==> src/rtl/fm_steal_pkg.sv <==
// Shared types for the cycle-steal frame memory arbiter.
package fm_steal_pkg;
    // Host access sequencer states.
    typedef enum logic [1:0] {
        HS_IDLE  = 2'd0,   // waiting for a request or a grant
        HS_RDATA = 2'd1,   // read issued, memory data arriving
        HS_DONE  = 2'd2    // access finished, waiting for release
    } hstate_e;
endpackage

==> src/rtl/fm_slot_timer.sv <==
// Slot timer: marks one display slot out of every PERIOD cycles.
// Assumes PERIOD >= 2; the first cycle after reset is a display slot.
module fm_slot_timer #(
    parameter int PERIOD = 2
) (
    input  logic clk,
    input  logic rst_n,
    output logic disp_slot
);
    localparam int CNT_W = (PERIOD > 2) ? $clog2(PERIOD) : 1;
    localparam logic [CNT_W-1:0] LAST = CNT_W'(PERIOD - 1);

    logic [CNT_W-1:0] cnt;

    // Advance the slot counter, wrapping after the last free slot.
    always_ff @(posedge clk) begin
        if (!rst_n)          cnt <= '0;
        else if (cnt == LAST) cnt <= '0;
        else                  cnt <= cnt + 1'b1;
    end

    assign disp_slot = (cnt == '0);
endmodule

==> src/rtl/fm_lane_map.sv <==
// Lane mapper: turns host bus width, lane convention and swap into
// memory byte enables and write data, and extracts host read data
// from a memory word. Purely combinational; assumes two byte lanes.
module fm_lane_map #(
    parameter int BYTE_W = 8
) (
    input  logic                  bus16,
    input  logic                  strobe_mode,
    input  logic                  swap,
    input  logic                  addr_lsb,
    input  logic                  hi_en,
    input  logic                  wr_lo,
    input  logic                  wr_hi,
    input  logic [2*BYTE_W-1:0]   wdata,
    input  logic [2*BYTE_W-1:0]   mem_word,
    output logic [1:0]            be,
    output logic [2*BYTE_W-1:0]   mem_wdata,
    output logic [2*BYTE_W-1:0]   rd_out
);
    localparam int DATA_W = 2 * BYTE_W;

    logic              do_swap;
    logic [1:0]        host_le;
    logic [DATA_W-1:0] host_wd;
    logic [DATA_W-1:0] word_view;

    assign do_swap = bus16 & swap;

    // Host-side lane enables and data before any swap.
    always_comb begin
        if (!bus16) begin
            host_le = addr_lsb ? 2'b10 : 2'b01;
            host_wd = {wdata[BYTE_W-1:0], wdata[BYTE_W-1:0]};
        end else if (strobe_mode) begin
            host_le = {wr_hi, wr_lo};
            host_wd = wdata;
        end else begin
            host_le = {hi_en, ~addr_lsb};
            host_wd = wdata;
        end
    end

    // Apply the optional lane exchange toward memory.
    always_comb begin
        if (do_swap) begin
            be        = {host_le[0], host_le[1]};
            mem_wdata = {host_wd[BYTE_W-1:0], host_wd[DATA_W-1:BYTE_W]};
        end else begin
            be        = host_le;
            mem_wdata = host_wd;
        end
    end

    // Read path: undo the swap, then narrow for an 8-bit bus.
    always_comb begin
        word_view = do_swap ? {mem_word[BYTE_W-1:0], mem_word[DATA_W-1:BYTE_W]}
                            : mem_word;
        if (bus16)
            rd_out = word_view;
        else
            rd_out = {{BYTE_W{1'b0}},
                      addr_lsb ? word_view[DATA_W-1:BYTE_W] : word_view[BYTE_W-1:0]};
    end
endmodule

==> src/rtl/fm_host_ctrl.sv <==
// Host sequencer: grants one memory cycle per host request, in a
// free slot when stealing is on or at once when it is off, and drives
// the wait output. Assumes the host holds its request until wait is
// low and then releases it.
module fm_host_ctrl
    import fm_steal_pkg::*;
(
    input  logic clk,
    input  logic rst_n,
    input  logic req,
    input  logic is_wr,
    input  logic slot_free,
    input  logic steal_en,
    output logic grant,
    output logic host_wait,
    output logic capture
);
    hstate_e st;

    assign grant     = rst_n & (st == HS_IDLE) & req & (~steal_en | slot_free);
    assign host_wait = rst_n & steal_en & req & (st != HS_DONE);
    assign capture   = (st == HS_RDATA);

    // Step through issue, data return and release for each request.
    always_ff @(posedge clk) begin
        if (!rst_n) begin
            st <= HS_IDLE;
        end else begin
            unique case (st)
                HS_IDLE:  if (grant) st <= is_wr ? HS_DONE : HS_RDATA;
                HS_RDATA: st <= HS_DONE;
                HS_DONE:  if (!req) st <= HS_IDLE;
                default:  st <= HS_IDLE;
            endcase
        end
    end
endmodule

==> src/rtl/fm_steal_arbiter.sv <==
// Cycle-steal frame memory arbiter top. Shares one external
// single-port synchronous memory (one-clock read latency) between a
// display reader, served in display slots, and a host port, served in
// free slots with wait or immediately when stealing is off.
module fm_steal_arbiter #(
    parameter int ADDR_W      = 15,
    parameter int BYTE_W      = 8,
    parameter int SLOT_PERIOD = 2
) (
    input  logic                   clk,
    input  logic                   rst_n,
    input  logic                   steal_en,
    input  logic                   bus16,
    input  logic                   strobe_mode,
    input  logic                   swap,
    input  logic                   host_cs,
    input  logic                   host_rd,
    input  logic                   host_wr_lo,
    input  logic                   host_wr_hi,
    input  logic                   host_hi_en,
    input  logic [ADDR_W-1:0]      host_addr,
    input  logic [2*BYTE_W-1:0]    host_wdata,
    output logic [2*BYTE_W-1:0]    host_rdata,
    output logic                   host_wait,
    output logic                   disp_slot,
    input  logic                   disp_req,
    input  logic [ADDR_W-2:0]      disp_addr,
    output logic                   disp_valid,
    output logic [2*BYTE_W-1:0]    disp_data,
    output logic                   mem_en,
    output logic                   mem_we,
    output logic [1:0]             mem_be,
    output logic [ADDR_W-2:0]      mem_addr,
    output logic [2*BYTE_W-1:0]    mem_wdata,
    input  logic [2*BYTE_W-1:0]    mem_rdata
);
    localparam int DATA_W  = 2 * BYTE_W;
    localparam int WADDR_W = ADDR_W - 1;

    logic              is_wr, req, grant, capture, disp_fetch;
    logic [1:0]        lane_be;
    logic [DATA_W-1:0] lane_wd, lane_rd;

    assign is_wr = host_wr_lo | (bus16 & strobe_mode & host_wr_hi);
    assign req   = host_cs & (host_rd | is_wr);

    fm_slot_timer #(.PERIOD(SLOT_PERIOD)) u_timer (
        .clk       (clk),
        .rst_n     (rst_n),
        .disp_slot (disp_slot)
    );

    fm_host_ctrl u_host (
        .clk       (clk),
        .rst_n     (rst_n),
        .req       (req),
        .is_wr     (is_wr),
        .slot_free (~disp_slot),
        .steal_en  (steal_en),
        .grant     (grant),
        .host_wait (host_wait),
        .capture   (capture)
    );

    fm_lane_map #(.BYTE_W(BYTE_W)) u_lanes (
        .bus16       (bus16),
        .strobe_mode (strobe_mode),
        .swap        (swap),
        .addr_lsb    (host_addr[0]),
        .hi_en       (host_hi_en),
        .wr_lo       (host_wr_lo),
        .wr_hi       (host_wr_hi),
        .wdata       (host_wdata),
        .mem_word    (mem_rdata),
        .be          (lane_be),
        .mem_wdata   (lane_wd),
        .rd_out      (lane_rd)
    );

    // A display fetch runs in its slot unless the host took the cycle.
    assign disp_fetch = rst_n & disp_slot & disp_req & ~grant;

    // Memory port multiplexer: host grant first, else display fetch.
    always_comb begin
        mem_en    = grant | disp_fetch;
        mem_we    = grant & is_wr;
        mem_addr  = grant ? host_addr[ADDR_W-1:1] : disp_addr;
        mem_be    = mem_we ? lane_be : 2'b00;
        mem_wdata = mem_we ? lane_wd : '0;
    end

    assign disp_data = mem_rdata;

    // Flag that the memory output holds a display word this cycle.
    always_ff @(posedge clk) begin
        if (!rst_n) disp_valid <= 1'b0;
        else        disp_valid <= disp_fetch;
    end

    // Capture host read data as it returns from memory.
    always_ff @(posedge clk) begin
        if (!rst_n)       host_rdata <= '0;
        else if (capture) host_rdata <= lane_rd;
    end

    logic unused_w;
    assign unused_w = ^{WADDR_W[0]};
endmodule

==> config.mk <==
export PLATFORM = sky130hd
export DESIGN_NAME = fm_steal_arbiter
export DESIGN_NICKNAME = d
export VERILOG_FILES = /design/src/rtl/fm_steal_pkg.sv /design/src/rtl/fm_slot_timer.sv /design/src/rtl/fm_lane_map.sv /design/src/rtl/fm_host_ctrl.sv /design/src/rtl/fm_steal_arbiter.sv
export SDC_FILE = /design/constraint.sdc
export NUM_CORES = 1
export LEC_CHECK = 0
export BUFFER_PORTS_ARGS = -buffer_cell sky130_fd_sc_hd__buf_2
export CORE_UTILIZATION = 40
export DETAILED_ROUTE_END_ITERATION = 12
export PLACE_DENSITY = 0.93
export SLEW_MARGIN = 25
export SYNTH_ARGS = -nofsm -noshare
export SYNTH_HDL_FRONTEND = slang
export SYNTH_SLANG_ARGS = --single-unit
==> constraint.sdc <==
create_clock -name clk -period 3.95 [get_ports clk]
set_input_delay 0.5925 -clock clk [delete_from_list [all_inputs] [get_ports clk]]
set_output_delay 0.5925 -clock clk [all_outputs]
set_load 0.005 [all_outputs]
Yosys cells after proc, flatten, opt, wreduce, memory -nomap -nowiden --
Index checks and enable logic that the tools add are counted.
Word-level totals: flip-flop bits (word level) 20, bits of input ports 73, output and inout bits 69, word-level logic and storage cells 52
Operators by class: add/sub/neg operators 1, eq/ne operators 5, muxes and demuxes 16, bitwise logic cells 23, reduce and logical (&&, ||, !) cells 3
Operator list (number):
- 16-bit 2-to-1 mux | 5
- 2-bit 2-to-1 mux | 8
- 1-bit bitwise AND | 14
- 14-bit 2-to-1 mux | 1
- 8-bit 2-to-1 mux | 1
- 2-bit != test (second input constant) | 3
- 2-bit one-hot mux with 3 select lines | 1
- 1-bit inverter | 5
- 1-bit OR | 4
- 2-bit by 1-bit == test with 1-bit output (second input constant) | 1
- 2-bit == test (second input constant) | 1
- 2-bit logical NOT | 1
- 2-bit AND reduction | 1
- 2-bit OR reduction | 1
- 1-bit adder (second input constant) | 1

Longest topological paths before layout --
Gate-level depths: netlist of the first run.
depth after elaboration 10, gate-level depth with buffers 6, gate-level depth less buffers 4

Cells and area by module --
A second synthesis of the first run with hierarchy kept.
Second synthesis, totals: cells, all modules 187, area total of the unflattened synthesis 1889.3 µm²
By module, submodules not included:
- fm_steal_arbiter | times used 1, cells each 113, area an instance 1164.9 µm², sequential area each 340.3 µm²
- fm_lane_map | times used 1, cells each 57, area an instance 565.5 µm², sequential area each 0.0 µm²
- fm_host_ctrl | times used 1, cells each 14, area an instance 128.9 µm², sequential area each 40.0 µm²
- fm_slot_timer | times used 1, cells each 3, area an instance 30.0 µm², sequential area each 20.0 µm²

Worst setup path after synthesis of the first run --
OpenSTA, ideal clock, no wires.
path type input to output, from input rst_n, to output mem_addr[10], arrival time 1676 ps, data required time 3357 ps, path slack 1682 ps, stages 6, path buffers 2, cells stage by stage buf_2 -> inv_1 -> a2111oi_4 -> nand2_4 -> buf_6 -> mux2_4
On the way: longest elaborated chain between the ends 4
Ends and longest elaborated chain:
- start, declared | RTL line fm_steal_arbiter.sv:11 | input logic rst_n,
- 1-bit bitwise AND (3 in series) | RTL line fm_host_ctrl.sv:20 | assign grant = rst_n & (st == HS_IDLE) & req & (~steal_en | slot_free);
- 14-bit 2-to-1 mux | RTL line fm_steal_arbiter.sv:87 | mem_addr = grant ? host_addr[ADDR_W-1:1] : disp_addr;
- end, declared | RTL line fm_steal_arbiter.sv:33 | output logic [ADDR_W-2:0] mem_addr,
No other way between the ends.

Worst setup path in the final report of the first run --
from input rst_n, to output mem_be[0]
On the way: longest elaborated chain between the ends 5
Ends and longest elaborated chain:
- 1-bit bitwise AND (3 in series) | RTL line fm_host_ctrl.sv:20
- 1-bit bitwise AND | RTL line fm_steal_arbiter.sv:86 | mem_we = grant & is_wr;
- 2-bit 2-to-1 mux | RTL line fm_steal_arbiter.sv:88 | mem_be = mem_we ? lane_be : 2'b00;
- end, declared | RTL line fm_steal_arbiter.sv:32 | output logic [1:0] mem_be,
No other way between the ends.

==> results of run 1 <==
[cell usage after synthesis, drive strengths merged, types with 5 or more instances]
| cell type | instances | area, sq um |
|---|---|---|
| clkbuf | 5 | 18.8 |
| nand2 | 20 | 82.6 |
| inv | 5 | 18.8 |
| buf | 20 | 146 |
| dfxtp | 20 | 400 |
| nor2 | 22 | 85.1 |
| a22oi | 8 | 60.1 |
| mux2 | 22 | 278 |
| a21oi | 19 | 106 |
| o21ai | 8 | 40.0 |
| mux2i | 17 | 170 |
[sequential cells by signal, indices dropped and copies added (netlist names)]
signal / flops
host_rdata: 16
u_host.st: 2
disp_valid: 1
u_timer.cnt: 1
[area by class of cell]
type / instances / area [sq um] / area share
clock buffer: 4 / 55.1 / 0.0252
tap: 48 / 60.1 / 0.0275
inverter: 5 / 18.8 / 0.00859
timing repair buffer: 141 / 706 / 0.323
multi-input combinational: 130 / 945 / 0.432
sequential: 20 / 400 / 0.183
[metrics by stage]
| step | utilization | hold slack (ns) |
|---|---|---|
| floorplan | - | 0.420 |
| CTS | 0.596 | 0.455 |
| global route | 0.597 | 0.478 |
| global placement | 0.581 | 0.433 |
| detailed placement | 0.581 | 0.443 |
| finish | 0.597 | 0.453 |
[layout by cell type (no fill, tap or decap)]
master	n
sky130_fd_sc_hd__buf_2	141
sky130_fd_sc_hd__inv_2	1
sky130_fd_sc_hd__a22oi_1	8
sky130_fd_sc_hd__mux2_2	14
sky130_fd_sc_hd__nor2b_2	1
sky130_fd_sc_hd__mux2_4	8
sky130_fd_sc_hd__a21oi_4	1
sky130_fd_sc_hd__mux2i_1	17
sky130_fd_sc_hd__nor2_1	21
sky130_fd_sc_hd__dfxtp_1	20
sky130_fd_sc_hd__nand3b_1	1
sky130_fd_sc_hd__nand2b_1	1
sky130_fd_sc_hd__and2_1	1
sky130_fd_sc_hd__o2111a_1	1
sky130_fd_sc_hd__a2111oi_4	1
sky130_fd_sc_hd__o21ai_0	8
sky130_fd_sc_hd__a31o_2	1
sky130_fd_sc_hd__a211oi_1	2
sky130_fd_sc_hd__a21oi_1	18
sky130_fd_sc_hd__nand2_1	19
sky130_fd_sc_hd__o21a_1	1
sky130_fd_sc_hd__nand3_1	1
sky130_fd_sc_hd__nand2_4	1
sky130_fd_sc_hd__clkbuf_8	4
sky130_fd_sc_hd__nor2b_1	1
sky130_fd_sc_hd__inv_1	4
sky130_fd_sc_hd__a31oi_1	2
sky130_fd_sc_hd__nor2_2	1
[layer usage]
layer  GRT usage  routed length, microns  vias to the layer above  part of all wire
li1            -                       -                      862                 -
met1       0.292                    1940                      814              0.42
met2       0.375                    2310                       77              0.50
met3      0.0286                     264                        8             0.058
met4      0.0739                      61                        0             0.013
met5           0                       0                        -                 0
[power groups by stage]
stage,logic (W),clock network [W],registers [W]
6_report,0.000166,0.000154,0.000212
5_1_grt,0.000183,0.000166,0.000213
4_1_cts,0.000167,0.000158,0.000212
3_5_place_dp,0.000166,0,0.000217
3_3_place_gp,0.000161,0,0.000216
2_1_floorplan,0.0000953,0,0.000217
[worst register-to-register path, delay by kind of cell, from the launching register on]
| family | cells | cell delay [ns] |
|---|---|---|
| AOI/OAI and AO/OA | 2 | 0.74 |
| buffers and inverters | 1 | 0.06 |
| DFF | 1 | 0.35 |
| and+or+nand+nor | 1 | 0.60 |
[worst paths after layout]
| check | start | to | slack [ns] | depth (start not counted) |
|---|---|---|---|---|
| setup / recovery | rst_n | mem_be[0] | 0.90 | 6 |
| hold / removal | u_timer.cnt | u_timer.cnt | 0.45 | 1 |
| setup reg to reg | u_timer.cnt | u_host.st[1] | 2.13 | 4 |
| hold reg to reg | u_timer.cnt | u_timer.cnt | 0.45 | 1 |
[cell families after synthesis]
kind of cell,synth area share
AO/OA/AOI/OAI,0.189
multiplexers,0.293
buffers and inverters,0.120
flip-flops,0.262
AND/OR/NAND/NOR,0.134
==> run metrics, run 1 <==
normalized max-slew margin=0.504; Slowest cell on crit path=sky130_fd_sc_hd__nand3_1; TritonCTS buffer count=3; clock sink count=20; post-placement cell count=344; Period minus WS final=3.05 ns; Antenna Violating Nets Remaining=0; via count of the first global-routing pass=1,548; Filler cells=364; LEAKAGE=1.22 nW; max-capacitance violation count=0; crit-path leading delay family=compound AO/OA/AOI/OAI gates; diode insertion count for antenna repair=0; number of antenna violations at the first check in global routing=0; CTS max path bufs=2; TritonCTS clock tree=yes; per-cell via count in the routed design=5.06; sum of negative setup slack=0 ns; core footprint=3660 sq um; number of nets at the end of the flow=374; PwrDens=244 nW/um^2; sequential power share=0.398; total iterations of the first detailed-routing run=4; pre-CTS worst setup slack=0.898 ns; HPWL Detailed=3710 microns; Post-Syn Instances=180; Tightest Hold Check Type=flop to flop; required time worst endpoint=3.36 ns; net switching share of the total power=0.278; clock network latency to the later pin of the worst-skew pair=0.25 ns; final std cell area, no fill=2180 sq um; initial core utilization=0.417; H-tree levels=1; Worst Path Buf+Inv=3; floorplan row count=22; I/O pin total=142; setup repair after global routing missed its margin=no; via count=1,761; FF+latch count, synth=20; maximum fanout count along the critical path=20; root buffer selected by CTS=sky130_fd_sc_hd__clkbuf_8; Post-DP Area=2130 sq um; floorplan die height=63.8 microns; quantity of gates resized following cts=0; outcome=complete, no violations; relative contribution of the clock network to total power=0.290; worst-case setup margin in the final layout=0.904 ns; port buffer count=141; total congestion overflow=0; fraction of the yosys area taken by sequential cells=0.262; number of buffers inserted by post-CTS setup repair=0; Worst Tran Pin Value=0.742 ns; Arrival @ worst endpoint=2.45 ns; drt initial violations=129; Avg WL per Cell=13.1 microns; number of enable flip-flop cells after synthesis=0; growth of design area from synthesis to finish=43.1%; Final Non-Filler Cells=348; Worst setup EP type=output pin; Final Hold Violating Endpoints=0; overall power consumption=0.000533 W; Chip Width=63.8 microns; wire length of the first global-routing pass=7210 microns; # DRC=0; Mapped Area=1530 sq um; pin count of the biggest net entering global routing=21; predominant post-synthesis flop cell=sky130_fd_sc_hd__dfxtp_1; total internal power=0.000385 W; combinational fraction of design power=0.312; number of buffers inserted by hold repair at cts=0; Final Skew=0.000913 ns; kind of launch point of the worst setup path=primary input; area of the die=4070 sq um; Max rail drop VDD=211 uV; category of the most critical setup path=primary input to output pin; fraction of final layout cells with drive strength greater than 1=0.580; maximum achievable frequency=328 MHz; ys async rst share=0; count of distinct cell types in the synthesized netlist=29; total number of yosys warnings=0; cell type with the highest occurrence count on the critical path=sky130_fd_sc_hd__buf_2; count of final max-slew check failures=0; cells along the critical path=buf_2 > inv_1 > a2111oi_4 > nand3_1 > a211oi_1 > buf_2; RePlAce Congestion=0.746; WL final=4580 microns; part of the cycle the worst path needs=0.771; combined global-route utilization of all metal layers=0.223; switching component of the power=0.000148 W; number of nets produced by synthesis=253; # setup viols final=0; CTS clock-pin slew for the worst setup and hold paths=0.07 ns; stage delay of the slowest cell on the critical path=0.60 ns; post-synthesis average cell area=8.48 sq um
(Power assumes the default switching activity.)
==> run 2: changes to the inputs <==
CORE_UTILIZATION = 34   (was 40)
PLACE_DENSITY = 0.85   (was 0.93)
clock period = 2.5 ns   (was 3.95 ns; I/O delays follow)
==> run 2 against run 1 <==
  * Combinational power grew 61%
  * Via count is 2.6% lower
  * Utilization shrank 8.1 points
  * Final area grew 2.1%
  * Largest power group unchanged
  * Cell count grew 2.6%
  * Global-route usage decreased by 3.9 points
  * Register-to-register slack worse by 1.2 ns
  * Setup slack worse by 0.66 ns
  * Highest routed layer unchanged
==> run metrics, run 2 (synthesized netlist as in run 1, its figures left out) <==
outcome=complete, no violations; core footprint=4320 sq um; Worst Tran Pin Value=0.571 ns; WL final=4560 microns; sum of negative setup slack=0 ns; max-capacitance violation count=0; total iterations of the first detailed-routing run=4; maximum achievable frequency=444 MHz; number of antenna violations at the first check in global routing=0; CTS clock-pin slew for the worst setup and hold paths=0.07 ns; via count of the first global-routing pass=1,567; maximum fanout count along the critical path=11; via count=1,715; Period minus WS final=2.25 ns; Max rail drop VDD=358 uV; category of the most critical setup path=flop to output pin; part of the cycle the worst path needs=0.901; setup repair after global routing missed its margin=no; post-placement cell count=353; Worst setup EP type=output pin; number of flip-flops under the largest register name=16; floorplan die height=69.0 microns; clock network latency to the later pin of the worst-skew pair=0.25 ns; count of final max-slew check failures=0; LEAKAGE=1.24 nW; TritonCTS buffer count=3; TritonCTS clock tree=yes; wire length of the first global-routing pass=7300 microns; I/O pin total=142; Arrival @ worst endpoint=1.88 ns; total congestion overflow=0; register with the most flip-flops=host_rdata; number of nets at the end of the flow=379; Final Non-Filler Cells=357; pin count of the biggest net entering global routing=17; Chip Width=69.0 microns; Filler cells=439; growth of design area from synthesis to finish=46.1%; PwrDens=377 nW/um^2; commonest non-fill, non-tap cell in the layout=sky130_fd_sc_hd__buf_2; # setup viols final=0; initial core utilization=0.353; fraction of final layout cells with drive strength greater than 1=0.587; kind of launch point of the worst setup path=flop; per-cell via count in the routed design=4.80; Final Skew=0.000559 ns; HPWL Detailed=3760 microns; commonest cells after routing, fill and taps aside=sky130_fd_sc_hd__buf_2, sky130_fd_sc_hd__nor2_1, sky130_fd_sc_hd__dfxtp_1; area of the die=4760 sq um; H-tree levels=1; number of buffers inserted by post-CTS setup repair=0; port buffer count=141; number of buffers inserted by hold repair at cts=0; normalized max-slew margin=0.618; Final Hold Violating Endpoints=0; root buffer selected by CTS=sky130_fd_sc_hd__clkbuf_8; Tightest Hold Check Type=primary input to flop; combined global-route utilization of all metal layers=0.184; quantity of gates resized following cts=0; required time worst endpoint=2.12 ns; diode insertion count for antenna repair=0; # DRC=0; CTS max path bufs=2; RePlAce Congestion=0.737; clock sink count=20; Avg WL per Cell=12.8 microns; drt initial violations=47; Antenna Violating Nets Remaining=0; floorplan row count=24; registers with the most flip-flops=host_rdata: 16 flops, u_host.st: 2 flops
-- run 2: cell type report --
cell class / count / area, sq um / share of cell area
sequential: 20 / 400 / 0.180
multi-input combinational: 130 / 947 / 0.425
tap: 52 / 65.1 / 0.0292
clock buffer: 4 / 55.1 / 0.0247
inverter: 5 / 18.8 / 0.00842
timing repair buffer: 146 / 743 / 0.333
-- run 2: final timing paths --
kind	startpoint	endpoint	slack [ns]	cells after the start
hold / removal	disp_req	disp_valid	0.38	3
setup / recovery	u_timer.cnt	mem_wdata[11]	0.25	6
setup reg to reg	u_host.st[1]	host_rdata[10]	0.94	4
hold reg to reg	u_timer.cnt	u_timer.cnt	0.45	1
-- run 2: report_power, final --
group / internal (W) / switching [W] / leakage [nW]
clock network: 0.000140 / 0.0000999 / 0.0288
registers: 0.000329 / 0.00000648 / 0.162
logic: 0.000144 / 0.000123 / 1.05
total: 0.000612 / 0.000229 / 1.24
-- run 2: metrics by stage --
step                      utilization  setup slack (ns)  hold WS [ns]  total power, W  area (sq um)
after floorplan                     -             0.667         0.420        0.000493          1530
after global placement          0.502             0.389         0.430        0.000602          2170
after detailed placement        0.502             0.335         0.434        0.000611          2170
final                           0.516             0.247         0.378        0.000842          2230
after CTS                       0.514             0.110         0.381        0.000854          2220
after global routing            0.516            0.0957         0.379        0.000895          2230
-- run 2: worst max-delay path, stage by stage (launching register included) --
cell and delay [ns]:
sky130_fd_sc_hd__dfxtp_1 0.35, sky130_fd_sc_hd__inv_2 0.06, sky130_fd_sc_hd__a2111oi_4 0.47, sky130_fd_sc_hd__nand3_2 0.25
sky130_fd_sc_hd__buf_4 0.24, sky130_fd_sc_hd__nor2_1 0.13, sky130_fd_sc_hd__buf_2 0.13
-- run 2: per-layer routing --
layer,part of all wire,wire [microns],global-route usage,vias up
li1,-,-,-,867
met1,0.41,1890,0.225,780
met2,0.52,2380,0.327,62
met3,0.055,253,0.0395,6
met4,0.0096,44,0.0431,0
met5,0,0,0,-
